--- config.mk ---
export PLATFORM = sky130hd
export DESIGN_NAME = mvinv_tester
export DESIGN_NICKNAME = d
export VERILOG_FILES = /design/src/rtl/mvinv_pkg.sv /design/src/rtl/mvinv_addr_gen.sv /design/src/rtl/mvinv_seq.sv /design/src/rtl/mvinv_err_latch.sv /design/src/rtl/mvinv_tester.sv
export SDC_FILE = /design/constraint.sdc
export NUM_CORES = 1
export LEC_CHECK = 0
export ABC_CLOCK_PERIOD_IN_PS = 6000
export BUFFER_PORTS_ARGS = -buffer_cell sky130_fd_sc_hd__buf_4
export CAP_MARGIN = 20
export CORE_MARGIN = 3
export CORE_UTILIZATION = 40
export DETAILED_ROUTE_END_ITERATION = 10
export GPL_ROUTABILITY_DRIVEN = 0
export HOLD_SLACK_MARGIN = 0.03
export PLACE_DENSITY_LB_ADDON = 0.3
export RECOVER_POWER = 100
export SKIP_CTS_REPAIR_TIMING = 1
export SLEW_MARGIN = 20
export SYNTH_ARGS = -nofsm -noshare
export SYNTH_HDL_FRONTEND = slang
export SYNTH_SLANG_ARGS = --single-unit
--- constraint.sdc ---
create_clock -name clk -period 6 [get_ports clk]
set_input_delay 1.2 -clock clk [delete_from_list [all_inputs] [get_ports clk]]
set_output_delay 1.2 -clock clk [all_outputs]
set_load 0.02 [all_outputs]
--- src/rtl/mvinv_pkg.sv ---
package mvinv_pkg;

    typedef enum logic [1:0] {
        PH_FILL = 2'd0,
        PH_UP   = 2'd1,
        PH_DN   = 2'd2,
        PH_VER  = 2'd3
    } phase_e;

    typedef enum logic [1:0] {
        ST_IDLE  = 2'd0,
        ST_ISSUE = 2'd1,
        ST_CAPT  = 2'd2,
        ST_CHECK = 2'd3
    } step_e;

    function automatic phase_e phase_next(input phase_e p);
        case (p)
            PH_FILL: return PH_UP;
            PH_UP:   return PH_DN;
            PH_DN:   return PH_VER;
            default: return PH_FILL;
        endcase
    endfunction

    function automatic logic phase_descends(input phase_e p);
        return p == PH_DN;
    endfunction

    // Phases whose check step also writes back
    function automatic logic phase_writes(input phase_e p);
        return p != PH_VER;
    endfunction

    function automatic logic phase_expect_inv(input phase_e p);
        return p == PH_DN;
    endfunction

    function automatic logic phase_write_inv(input phase_e p);
        return p == PH_UP;
    endfunction

endpackage

--- src/rtl/mvinv_addr_gen.sv ---
module mvinv_addr_gen #(
    parameter int ADDR_W = 12
) (
    input  logic              clk,
    input  logic              rst,
    input  logic              load,
    input  logic              load_down,
    input  logic              step,
    input  logic              cur_down,
    output logic [ADDR_W-1:0] addr,
    output logic              at_end
);
    localparam logic [ADDR_W-1:0] TOP = {ADDR_W{1'b1}};

    logic [ADDR_W-1:0] addr_q;

    always_ff @(posedge clk) begin
        if (rst) begin
            addr_q <= '0;
        end else if (load) begin
            addr_q <= load_down ? TOP : '0;
        end else if (step) begin
            addr_q <= cur_down ? addr_q - 1'b1 : addr_q + 1'b1;
        end
    end

    assign addr   = addr_q;
    assign at_end = cur_down ? (addr_q == '0) : (addr_q == TOP);
endmodule

--- src/rtl/mvinv_seq.sv ---
module mvinv_seq
    import mvinv_pkg::*;
(
    input  logic   clk,
    input  logic   rst,
    input  logic   start_req,
    input  logic   at_end,
    output logic   running,
    output phase_e phase,
    output logic   bus_en,
    output logic   bus_we,
    output logic   capture,
    output logic   chk_en,
    output logic   seq_done,
    output logic   ag_load,
    output logic   ag_load_down,
    output logic   ag_step,
    output logic   ag_down
);
    logic   run_q;
    step_e  st_q;
    phase_e ph_q;
    logic   fill_wr;
    logic   advance;

    always_ff @(posedge clk) begin
        if (rst) begin
            run_q <= start_req;
            st_q  <= ST_IDLE;
            ph_q  <= PH_FILL;
        end else begin
            case (st_q)
                ST_IDLE: begin
                    if (run_q) st_q <= ST_ISSUE;
                end
                ST_ISSUE: begin
                    if (ph_q != PH_FILL) st_q <= ST_CAPT;
                    else if (at_end)     ph_q <= phase_next(ph_q);
                end
                ST_CAPT: begin
                    st_q <= ST_CHECK;
                end
                default: begin
                    st_q <= ST_ISSUE;
                    if (at_end) ph_q <= phase_next(ph_q);
                end
            endcase
        end
    end

    always_comb begin
        fill_wr      = (st_q == ST_ISSUE) && (ph_q == PH_FILL);
        advance      = fill_wr || (st_q == ST_CHECK);
        ag_load      = advance && at_end;
        ag_step      = advance && !at_end;
        ag_load_down = phase_descends(phase_next(ph_q));
        ag_down      = phase_descends(ph_q);
        bus_en       = (st_q == ST_ISSUE) || ((st_q == ST_CHECK) && phase_writes(ph_q));
        bus_we       = fill_wr || ((st_q == ST_CHECK) && phase_writes(ph_q));
        capture      = (st_q == ST_CAPT);
        chk_en       = (st_q == ST_CHECK);
        seq_done     = (st_q == ST_CHECK) && (ph_q == PH_VER) && at_end;
    end

    assign running = (st_q != ST_IDLE);
    assign phase   = ph_q;
endmodule

--- src/rtl/mvinv_err_latch.sv ---
module mvinv_err_latch #(
    parameter int ADDR_W = 12,
    parameter int DATA_W = 12
) (
    input  logic              clk,
    input  logic              rst,
    input  logic              hit,
    input  logic [ADDR_W-1:0] addr,
    input  logic [DATA_W-1:0] exp_d,
    input  logic [DATA_W-1:0] got_d,
    output logic              flag,
    output logic [ADDR_W-1:0] rec_addr,
    output logic [DATA_W-1:0] rec_exp,
    output logic [DATA_W-1:0] rec_got
);
    typedef struct packed {
        logic [ADDR_W-1:0] addr;
        logic [DATA_W-1:0] exp_d;
        logic [DATA_W-1:0] got_d;
    } err_rec_t;

    logic     flag_q;
    err_rec_t rec_q;

    always_ff @(posedge clk) begin
        if (rst) begin
            flag_q <= 1'b0;
            rec_q  <= '0;
        end else if (hit && !flag_q) begin
            flag_q <= 1'b1;
            rec_q  <= '{addr: addr, exp_d: exp_d, got_d: got_d};
        end
    end

    assign flag     = flag_q;
    assign rec_addr = rec_q.addr;
    assign rec_exp  = rec_q.exp_d;
    assign rec_got  = rec_q.got_d;
endmodule

--- src/rtl/mvinv_tester.sv ---
module mvinv_tester
    import mvinv_pkg::*;
#(
    parameter int              ADDR_W   = 12,
    parameter int              DATA_W   = 12,
    parameter int              PASS_W   = 16,
    parameter logic [DATA_W-1:0] INIT_PAT = 1
) (
    input  logic              clk,
    input  logic              rst,
    input  logic              test_req_i,
    output logic              mem_en_o,
    output logic              mem_we_o,
    output logic [ADDR_W-1:0] mem_addr_o,
    output logic [DATA_W-1:0] mem_wdata_o,
    input  logic [DATA_W-1:0] mem_rdata_i,
    output logic              active_o,
    output logic              err_o,
    output logic [ADDR_W-1:0] err_addr_o,
    output logic [DATA_W-1:0] err_exp_o,
    output logic [DATA_W-1:0] err_got_o,
    output logic [PASS_W-1:0] pass_cnt_o
);
    phase_e            phase;
    logic              capture, chk_en, seq_done;
    logic              ag_load, ag_load_down, ag_step, ag_down, at_end;
    logic [ADDR_W-1:0] addr;
    logic [DATA_W-1:0] pat_q, rd_q, exp_w;
    logic [PASS_W-1:0] pass_q;
    logic              mismatch;

    mvinv_seq u_seq (
        .clk          (clk),
        .rst          (rst),
        .start_req    (test_req_i),
        .at_end       (at_end),
        .running      (active_o),
        .phase        (phase),
        .bus_en       (mem_en_o),
        .bus_we       (mem_we_o),
        .capture      (capture),
        .chk_en       (chk_en),
        .seq_done     (seq_done),
        .ag_load      (ag_load),
        .ag_load_down (ag_load_down),
        .ag_step      (ag_step),
        .ag_down      (ag_down)
    );

    mvinv_addr_gen #(.ADDR_W(ADDR_W)) u_addr (
        .clk       (clk),
        .rst       (rst),
        .load      (ag_load),
        .load_down (ag_load_down),
        .step      (ag_step),
        .cur_down  (ag_down),
        .addr      (addr),
        .at_end    (at_end)
    );

    // Pattern, pass count and registered read data
    always_ff @(posedge clk) begin
        if (rst) begin
            pat_q  <= INIT_PAT;
            pass_q <= '0;
            rd_q   <= '0;
        end else begin
            if (capture) rd_q <= mem_rdata_i;
            if (seq_done) begin
                pat_q  <= {pat_q[DATA_W-2:0], pat_q[DATA_W-1]};
                pass_q <= pass_q + 1'b1;
            end
        end
    end

    assign exp_w    = phase_expect_inv(phase) ? ~pat_q : pat_q;
    assign mismatch = chk_en && (rd_q != exp_w);

    mvinv_err_latch #(.ADDR_W(ADDR_W), .DATA_W(DATA_W)) u_err (
        .clk      (clk),
        .rst      (rst),
        .hit      (mismatch),
        .addr     (addr),
        .exp_d    (exp_w),
        .got_d    (rd_q),
        .flag     (err_o),
        .rec_addr (err_addr_o),
        .rec_exp  (err_exp_o),
        .rec_got  (err_got_o)
    );

    assign mem_addr_o  = addr;
    assign mem_wdata_o = phase_write_inv(phase) ? ~pat_q : pat_q;
    assign pass_cnt_o  = pass_q;
endmodule

==> metrics <==
initial drt markers=between 300 and 400; sequential area share after synthesis=between 30% and 40%; CTS tree=yes; routed via count=about 5,000; clock latency on the worst-skew pair=about 350 ps; Final period util=about 74%; NumNets Final=720; CTS H-Tree Depth=3; Port Buf Inserts=94; critical path required time=6190 ps; ANT nets after route=0; Starting Density=about two fifths; arrival time of the worst setup path=~4600 ps; crit path max fanout=42; crit path kind=reg -> reg; final design utilization=46.3%; core area=roughly 13,000 sq um; layout cells sized above 1=approximately 6.2%; total power=1740 uW; Post-synth EDFFs=1; global route total overflow=0; Final Max Tran Viols=91; # rows=roughly 40; Synth Register Bits=94; Filler Cell Count=1,323; async set-or-reset flop fraction in the synthesized netlist=0%; Final Hold Vio Count=0; Layout area overhead=12.8%; die width=between 100 and 150 um; Mapped Area=approximately 5200 sq um; RSZ-0062 raised after global routing=false; Most used DFF post-synth=dfxtp_1; Ys Warns=0; Syn Nets=just under 700; # setup viols final=0; slew of the pin with the lowest slew margin=around 2400 ps; Hold WS=between 400 and 500 ps; first-pass detailed-route iteration total=5; commonest non-fill, non-tap cell in the layout=dfxtp_1; # diodes=0; Startpoint Class=flip-flop; Rel. slew slack=-63.1%; vias in the first global route=about 4,600; drt drc=0; most frequent cells in the layout=93 x dfxtp_1, 83 x clkbuf_1, 70 x a21oi_1; Final Critical Period=between 4000 and 5000 ps; DP HPWL=approximately 9900 um; Max Fclk=between 0.2 and 0.25 GHz; Worst setup EP type=flip-flop; CTS sink cnt=94; # Max-Cap Violations=2; status=finished, violations left; Synth Instances=652; first-pass GRT wire length=~24,000 um; Reg clk slew, reported paths=approximately 70 ps; Synth cell types=65; Die ar.=14,400 sq um; clock skew=about 9 ps; largest net degree at the start of global routing=102; failing checks=max-capacitance violations, max-slew violations; power per cell area=roughly 300 nW/um^2; drt total wl=14,800 um; TritonCTS Buffers=9; leakage power=0.00198 uW; setup tns final=0 ps; worst min path class=reg -> reg; Max Buffers Root-to-Sink=2; die height=approximately 120 um; Reg2Reg Depth=9; Root Buffer=clkbuf_16; Hold Path Depth=2; synthesized area per cell=between 7 and 8 sq um; peak supply drop=0.174 mV; Top-Level Pins=95; Overall Global Routing Usage=between 20% and 30%; drt wl/cell=roughly 17 um; antenna violations before repair=0; vias per cell=about 5.7
-- cell type report --
type | count | area, sq um | share of cell area [%]
Tap cell | 172 | 215 | 3.67
Inverter | 16 | 60.1 | 1.02
Clock inverter | 5 | 32.5 | 0.554
Clock buffer | 11 | 243 | 4.13
Sequential cell | 94 | 1890 | 32.2
Timing Repair Buffer | 100 | 443 | 7.54
Multi-Input combinational cell | 472 | 2990 | 50.9
-- worst max-delay path, stage by stage, from the launching register on --
cell and delay [ps]:
dfxtp_1 340, inv_1 130, ha_1 160, clkbuf_1 1240, or4b_1 590, or4_1 690, a211oi_1 710, nand4_1 190
xor2_1 160, nor2_1 50
-- power breakdown --
part	total, uW	switching [uW]	internal [uW]
clock network	544	251	293
registers	745	71.6	674
logic	448	288	160
-- worst paths after layout --
kind / from / slack [ps] / to
hold / removal: u_err.rec_addr[0]$_SDFFE_PP0P_ / 480 / u_err.rec_addr[0]$_SDFFE_PP0P_
setup / recovery: u_seq.phase[0]$_SDFFE_PP0P_ / 1570 / pass_cnt_o[11]$_SDFFE_PP0P_
setup reg to reg: u_seq.phase[0]$_SDFFE_PP0P_ / 1570 / pass_cnt_o[11]$_SDFFE_PP0P_
hold reg to reg: u_err.rec_addr[0]$_SDFFE_PP0P_ / 480 / u_err.rec_addr[0]$_SDFFE_PP0P_
-- sequential cells by signal (all words and copies together), names as in the netlist, 12 cells and up --
register	flops
u_err.rec_got	12
u_addr.addr	12
rd_q	12
u_err.rec_addr	12
pass_cnt_o	16
pat_q	12
u_err.rec_exp	12
-- logic make-up after synthesis --
| group | synth area share [%] |
|---|---|
| XOR/XNOR | 9.25 |
| flip-flops | 36.3 |
| adder cells (fa/ha/maj) | 2.88 |
| AND/OR/NAND/NOR | 20.1 |
| multiplexers | 3.08 |
| buffers and inverters | 6.46 |
| AO/OA/AOI/OAI | 21.9 |
-- metal layers --
layer	wire (um)	share of wire, %	GRT usage [%]	vias to the layer above
li1	-	-	-	2399
met1	6890	47	28.3	2398
met2	6880	47	31.6	162
met3	870	5.9	4.76	13
met4	146	0.99	5.30	0
met5	0	0	0	-
-- cells in the mapped netlist (all sizes together) (3+ instances only) --
cell type / number / area (sq um)
a211oi: 4 / 35.0
a21boi: 4 / 33.8
a21oi: 70 / 350
a311oi: 14 / 123
a31o: 3 / 26.3
a31oi: 6 / 37.5
and2: 4 / 25.0
buf: 11 / 55.1
clkbuf: 59 / 221
dfxtp: 93 / 1860
ha: 12 / 150
inv: 16 / 60.1
mux2i: 16 / 160
nand2: 55 / 206
nand2b: 9 / 56.3
nand3: 37 / 185
nand3b: 4 / 30.0
nand4: 10 / 62.6
nor2: 41 / 154
nor3: 10 / 50.1
nor4: 7 / 43.8
o211ai: 8 / 60.1
o21a: 4 / 30.0
o21ai: 44 / 220
o31ai: 3 / 22.5
or3: 9 / 56.3
or4: 7 / 52.6
or4b: 3 / 33.8
xnor2: 26 / 228
xor2: 29 / 254
-- through the flow --
step                      instances  setup slack, ps  area [sq um]
after global placement          854             2730          5920
after CTS                       870             2630          6200
final                           870             1570          5870
after detailed placement        854             2630          5920
after global routing            870             1260          5870
after floorplan                 652             2720          5210
No activity file was read; power rests on OpenSTA's default activity.
